File: config.mk
export PLATFORM = sky130hd
export DESIGN_NAME = icu_capture_top
export DESIGN_NICKNAME = d
export VERILOG_FILES = /design/src/rtl/icu_pkg.sv /design/src/rtl/icu_sync.sv /design/src/rtl/icu_timebase.sv /design/src/rtl/icu_channel.sv /design/src/rtl/icu_capture_top.sv
export SDC_FILE = /design/constraint.sdc
export NUM_CORES = 1
export LEC_CHECK = 0
export ABC_AREA = 1
export BUFFER_PORTS_ARGS = -buffer_cell sky130_fd_sc_hd__buf_2
export CAP_MARGIN = 20
export CORE_ASPECT_RATIO = 1.75
export CORE_UTILIZATION = 50
export CTS_CLUSTER_SIZE = 30
export DETAILED_ROUTE_END_ITERATION = 10
export PLACE_DENSITY = 0.79
export SLEW_MARGIN = 40
export SYNTH_ARGS = -nofsm -noshare
export SYNTH_HDL_FRONTEND = slang
export SYNTH_HIERARCHICAL = 1
export SYNTH_SLANG_ARGS = --single-unit
File: constraint.sdc
create_clock -name clk -period 1.5 [get_ports clk]
set_input_delay 0.225 -clock clk [delete_from_list [all_inputs] [get_ports clk]]
set_output_delay 0.225 -clock clk [all_outputs]
set_load 0.02 [all_outputs]
File: src/rtl/icu_pkg.sv
package icu_pkg;

  typedef enum logic [1:0] {
    EDGE_OFF  = 2'd0,
    EDGE_RISE = 2'd1,
    EDGE_FALL = 2'd2,
    EDGE_ANY  = 2'd3
  } edge_sel_e;

  localparam int unsigned PS_W = 4;

  // divide-by value minus one for each prescaler code
  function automatic logic [PS_W-1:0] presc_limit(input logic [1:0] code);
    case (code)
      2'd0:    return 4'd0;
      2'd1:    return 4'd3;
      2'd2:    return 4'd7;
      default: return 4'd15;
    endcase
  endfunction

endpackage

File: src/rtl/icu_sync.sv
module icu_sync #(
  parameter int unsigned WIDTH = 3
) (
  input  logic             clk,
  input  logic             rst_n,
  input  logic [WIDTH-1:0] d_i,
  output logic [WIDTH-1:0] q_o
);

  logic [WIDTH-1:0] meta_q;
  logic [WIDTH-1:0] sync_q;

  always_ff @(posedge clk or negedge rst_n) begin
    if (!rst_n) begin
      meta_q <= '0;
      sync_q <= '0;
    end else begin
      meta_q <= d_i;
      sync_q <= meta_q;
    end
  end

  assign q_o = sync_q;

endmodule

File: src/rtl/icu_timebase.sv
module icu_timebase
  import icu_pkg::*;
#(
  parameter int unsigned CNT_W = 16
) (
  input  logic             clk,
  input  logic             rst_n,
  input  logic [1:0]       presc_sel,
  output logic [CNT_W-1:0] count_o
);

  logic [PS_W-1:0]  ps_q;
  logic [PS_W-1:0]  ps_lim;
  logic [CNT_W-1:0] count_q;
  logic             tick;

  assign ps_lim = presc_limit(presc_sel);
  // ">=" recovers at once when the divide ratio shrinks on the fly
  assign tick   = (ps_q >= ps_lim);

  always_ff @(posedge clk or negedge rst_n) begin
    if (!rst_n) begin
      ps_q    <= '0;
      count_q <= '0;
    end else begin
      ps_q <= tick ? '0 : ps_q + 1'b1;
      if (tick) count_q <= count_q + 1'b1;
    end
  end

  assign count_o = count_q;


  wrap_zero_chk: assert property (@(posedge clk) disable iff (!rst_n)
    (tick && count_q == '1) |=> (count_q == '0));


  count_hold_chk: assert property (@(posedge clk) disable iff (!rst_n)
    !tick |=> $stable(count_q));

endmodule

File: src/rtl/icu_channel.sv
module icu_channel
  import icu_pkg::*;
#(
  parameter int unsigned CNT_W = 16
) (
  input  logic             clk,
  input  logic             rst_n,
  input  logic             pin_i,
  input  edge_sel_e        sel_i,
  input  logic [CNT_W-1:0] count_i,
  input  logic             clr_i,
  output logic             flag_o,
  output logic [CNT_W-1:0] cap_o
);

  logic             prev_q;
  logic             flag_q;
  logic [CNT_W-1:0] cap_q;
  logic             changed;
  logic             hit;

  assign changed = pin_i ^ prev_q;

  always_comb begin
    hit = 1'b0;
    if (changed) begin
      case (sel_i)
        EDGE_RISE: hit = pin_i;
        EDGE_FALL: hit = !pin_i;
        EDGE_ANY:  hit = 1'b1;
        default:   hit = 1'b0;
      endcase
    end
  end

  always_ff @(posedge clk or negedge rst_n) begin
    if (!rst_n) begin
      prev_q <= 1'b0;
      flag_q <= 1'b0;
      cap_q  <= '0;
    end else begin
      prev_q <= pin_i;
      if (hit) begin
        flag_q <= 1'b1;
        cap_q  <= count_i;
      end else if (clr_i) begin
        flag_q <= 1'b0;
      end
    end
  end

  assign flag_o = flag_q;
  assign cap_o  = cap_q;


  flag_hold_chk: assert property (@(posedge clk) disable iff (!rst_n)
    (flag_q && !clr_i) |=> flag_q);


  cap_beats_clr_chk: assert property (@(posedge clk) disable iff (!rst_n)
    (hit && clr_i) |=> flag_q);


  clr_drop_chk: assert property (@(posedge clk) disable iff (!rst_n)
    (flag_q && clr_i && !hit) |=> !flag_q);


  cap_stable_chk: assert property (@(posedge clk) disable iff (!rst_n)
    !hit |=> $stable(cap_q));


  off_quiet_chk: assert property (@(posedge clk) disable iff (!rst_n)
    (sel_i == EDGE_OFF && !flag_q) |=> !flag_q);

endmodule

File: src/rtl/icu_capture_top.sv
module icu_capture_top
  import icu_pkg::*;
#(
  parameter int unsigned NUM_CH = 3,
  parameter int unsigned CTL_W  = 8,
  parameter int unsigned ADDR_W = 3
) (
  input  logic              clk,
  input  logic              rst_n,
  input  logic [NUM_CH-1:0] pin_async,
  input  logic [CTL_W-1:0]  edge_ctl,
  input  logic [1:0]        presc_sel,
  input  logic [NUM_CH-1:0] irq_en,
  input  logic              flag_clr_we,
  input  logic [NUM_CH-1:0] flag_clr_data,
  input  logic [ADDR_W-1:0] rd_addr,
  output logic [7:0]        rd_data,
  output logic [NUM_CH-1:0] flags,
  output logic              irq,
  output logic [15:0]       tcnt
);

  localparam int unsigned CNT_W   = 16;
  localparam int unsigned SEL_USE = 2 * NUM_CH;

  logic [NUM_CH-1:0] pin_s;
  logic [CNT_W-1:0]  count;
  logic [CNT_W-1:0]  cap [NUM_CH];

  generate
    if (CTL_W > SEL_USE) begin : g_spare
      logic unused_ctl;
      assign unused_ctl = ^edge_ctl[CTL_W-1:SEL_USE];
    end
  endgenerate

  icu_sync #(.WIDTH(NUM_CH)) sync_i (
    .clk   (clk),
    .rst_n (rst_n),
    .d_i   (pin_async),
    .q_o   (pin_s)
  );

  icu_timebase #(.CNT_W(CNT_W)) tb_i (
    .clk       (clk),
    .rst_n     (rst_n),
    .presc_sel (presc_sel),
    .count_o   (count)
  );

  for (genvar b = 0; b < NUM_CH; b++) begin : g_ch
    icu_channel #(.CNT_W(CNT_W)) ch_i (
      .clk     (clk),
      .rst_n   (rst_n),
      .pin_i   (pin_s[b]),
      .sel_i   (edge_sel_e'(edge_ctl[2*b +: 2])),
      .count_i (count),
      .clr_i   (flag_clr_we & flag_clr_data[b]),
      .flag_o  (flags[b]),
      .cap_o   (cap[b])
    );
  end

  // channel c = NUM_CH - b; high byte at the even address
  always_comb begin
    rd_data = '0;
    for (int b = 0; b < NUM_CH; b++) begin
      if (rd_addr == ADDR_W'(2 * (NUM_CH - 1 - b)))
        rd_data = cap[b][15:8];
      if (rd_addr == ADDR_W'(2 * (NUM_CH - 1 - b) + 1))
        rd_data = cap[b][7:0];
    end
  end

  assign irq  = |(flags & irq_en);
  assign tcnt = count;


  irq_idle_chk: assert property (@(posedge clk) disable iff (!rst_n)
    (flags == '0) |-> !irq);

endmodule

==> results.sh <==
export IMPL_numCtsBuffers=9
export IMPL_row_count=43
export IMPL_synth_flop_cell="dfrtp_1"
export IMPL_async_flop_share_pct=100
export IMPL_ys_seq_area_share_pct=47.8
export IMPL_grt_use_total_pct=27.1
export IMPL_ys_seq_elements=80
export IMPL_fmax_mhz=621
export IMPL_ff2ff_path_depth=8
export IMPL_p_seq_share_pct=39.4
export IMPL_hold_violations=0
export IMPL_start_util_pct=52.2
export IMPL_maxSlewHeadroom_pct=68.5
export IMPL_antenna_found_initial=0
export IMPL_synth_area_top_cells="dfrtp_1 (48%), nand2_1 (14%), nand3_1 (14%)"
export IMPL_rr_endpoint="tb_i/ps_q[2]"
export IMPL_holdPathEnd="g_ch[0].ch_i/flag_o"
export IMPL_syn_area_per_cell_sq_um=8.05
export IMPL_switching_power_uw=2410
export IMPL_io_buffers=50
export IMPL_fill_cells=630
export IMPL_clock_sinks=80
export IMPL_synthCells=520
export IMPL_crit_fanout=2
export IMPL_setup_worst_path_end_class="primary output"
export IMPL_die_height_microns=123
export IMPL_drc=0
export IMPL_grt_pass1_wl_microns=18100
export IMPL_synthesis_area_sq_um=4190
export IMPL_vias_per_cell=5.61
export IMPL_first_pass_iters=7
export IMPL_syn_num_nets=551
export IMPL_drtIter0Drc=284
export IMPL_cts_max_level=3
export IMPL_synthToLayoutAreaGrowth_pct=26.0
export IMPL_cp_start_kind="flip-flop"
export IMPL_die_area_sq_um=8760
export IMPL_grt_start_max_net_pins=34
export IMPL_insertion_delay_ps=330
export IMPL_drive_above_1_share_pct=26.4
export IMPL_boundaryPins=53
export IMPL_holdWs_ps=191
export IMPL_status="complete, but fails checks"
export IMPL_wirelength_microns=11200
export IMPL_post_dp_cell_area_sq_um=4740
export IMPL_synth_common_cells="nand2_1 (158), nand3_1 (115), dfrtp_1 (80)"
export IMPL_yosys_cell_count_top_type="nand2_1"
export IMPL_gp_congestion=0.884
export IMPL_coreArea_sq_um=8020
export IMPL_reg2reg_slack_ps=70
export IMPL_yosys_warnings=6
export IMPL_final_util_pct=65.8
export IMPL_synth_distinct_cells=25
export IMPL_violations="negative setup slack"
export IMPL_wl_per_cell_microns=15.8
export IMPL_p_comb_share_pct=30.6
export IMPL_vdd_ir_drop_max_uv=1290
export IMPL_synth_edf_count=0
export IMPL_p_sw_share_pct=33.0
export IMPL_dp_hpwl_microns=8000
export IMPL_clock_path_buffers=2
export IMPL_cap_violations=0
export IMPL_crit_type="flip-flop to primary output"
export IMPL_rsz0062_at_grt="true"
export IMPL_p_total_uw=7290
export IMPL_setup_viol=2
export IMPL_finClkSkew_ps=5.97
export IMPL_regToRegStartpoint="tb_i/ps_q[1]"
export IMPL_overflow=0
export IMPL_fin_area_sq_um=5270
export IMPL_drt_antenna_violating_nets=0
export IMPL_num_vias=3975
export IMPL_power_density_nw_per_um2=1380
export IMPL_cts_root_buffer="clkbuf_16"
export IMPL_antenna_cells=0
export IMPL_synth_top_cell_by_area="dfrtp_1"
export IMPL_die_x_microns=71.2
export IMPL_cp_required_ps=1270
export IMPL_min_path_cells=4
export IMPL_finalCritPeriodShare_pct=107
export IMPL_hold_start="flag_clr_data[0]"
export IMPL_cellLeakagePower_uw=0.00277
export IMPL_min_period_ps=1610
export IMPL_arrival_ps=1390
export IMPL_grt_pass1_vias=3870
export IMPL_finalWorstSetupSlack_ps=-111
export IMPL_drv_slew=0
export IMPL_netlist_area_leader_share_pct=47.8
export IMPL_layout_nets=644
export IMPL_cts_tree="done"
export IMPL_worst_pin_slew_ps=472
export IMPL_p_int_uw=4880
export IMPL_pwr_share_clk_pct=29.9
export IMPL_clk_pin_slew_ps=60
export IMPL_hold_path_class="input pin to flip-flop"
power groups by stage:
stage               clock network (uW)  registers, uW  logic [uW]
finish                            2180           2880        2230
global route                      2300           2920        2440
CTS                               2210           2870        2050
detailed placement                   0           2900        1930
global placement                     0           2880        1850
floorplan                            0           3000        1090
worst max-delay path by stage:
stage / startpoint / endpoint / slack [ps] / cells after the start
after CTS: g_ch[0].ch_i/cap_o[3] / rd_data[3] / -40 / 5
after global placement: presc_sel[1] / tb_i/count_o[2] / -4 / 8
after detailed placement: presc_sel[1] / tb_i/count_o[5] / -100 / 9
final: g_ch[0].ch_i/cap_o[11] / rd_data[3] / -110 / 5
after global routing: g_ch[0].ch_i/cap_o[11] / rd_data[3] / -120 / 5
after floorplan: tb_i/count_o[1] / tb_i/count_o[14] / 20 / 8
metal layers:
layer  vias to the layer above  global-route usage, %  share of wire [%]
met5                         -                      0                  0
met4                         0                   12.6                2.4
met3                        23                   4.65                5.7
met2                       166                   51.0                 56
met1                      1887                   29.1                 36
li1                       1899                      -                  -
timing repair:
item                                    in CTS  in global routing
endpoints found under the setup margin      18                 28
buffers inserted                             1                  9
pin swaps                                    1                 24
endpoints found under the hold margin       32                  0
hold buffers                                 4                  0
gates resized for setup                      7                 20
per-stage QoR:
step           TNS, ps  worst slack, ps  instances
2_1_floorplan        0             18.4        520
3_3_place_gp     -5.86            -4.50        678
3_5_place_dp     -1210             -102        678
4_1_cts          -65.2            -44.8        699
5_1_grt           -533             -123        708
6_report          -113             -111        708
final cells by class:
| cell class | instances | area, sq um | area share [%] |
|---|---|---|---|
| sequential | 80 | 2000 | 38.0 |
| multi-input combinational | 381 | 1990 | 37.7 |
| timing repair buffer | 100 | 709 | 13.5 |
| clock buffer | 13 | 260 | 4.93 |
| inverter | 41 | 159 | 3.01 |
| tap | 90 | 113 | 2.14 |
| clock inverter | 3 | 40.0 | 0.759 |
kinds of logic after synthesis:
logic type	share of synthesized area, %
flops	47.8
buf+inv	6.61
simple gates	40.6
xor+xnor	2.09
fa+ha+maj	1.79
compound gates	1.14
state kept, by name, indices dropped and copies added (netlist names):
name              count
g_ch.ch_i/cap_o      48
sync_i/q_o            3
sync_i/meta_q         3
tb_i/ps_q             4
g_ch.ch_i/prev_q      3
tb_i/count_o         16
g_ch.ch_i/flag_o      3
critical path, stage by stage (launching register included):
cell and delay, ps:
dfrtp_1 400, nand3_2 80, nand2_2 50, nor2_2 100, nand4_1 210, buf_6 210
layout by cell type, fill, tap and decap left out, types with 5 or more instances in the layout:
cell	synthesis	layout
buf_2	9	43
buf_4	7	45
buf_6	2	5
clkbuf_16	0	9
dfrtp_1	80	79
inv_1	32	32
inv_2	8	7
nand2_1	158	155
nand2_2	11	14
nand3_1	115	113
nand3_2	8	9
nand4_1	23	23
nor2_1	30	27
nor2_2	5	8
xnor2_1	6	6
Note: power is estimated with default switching activity, not from simulation.
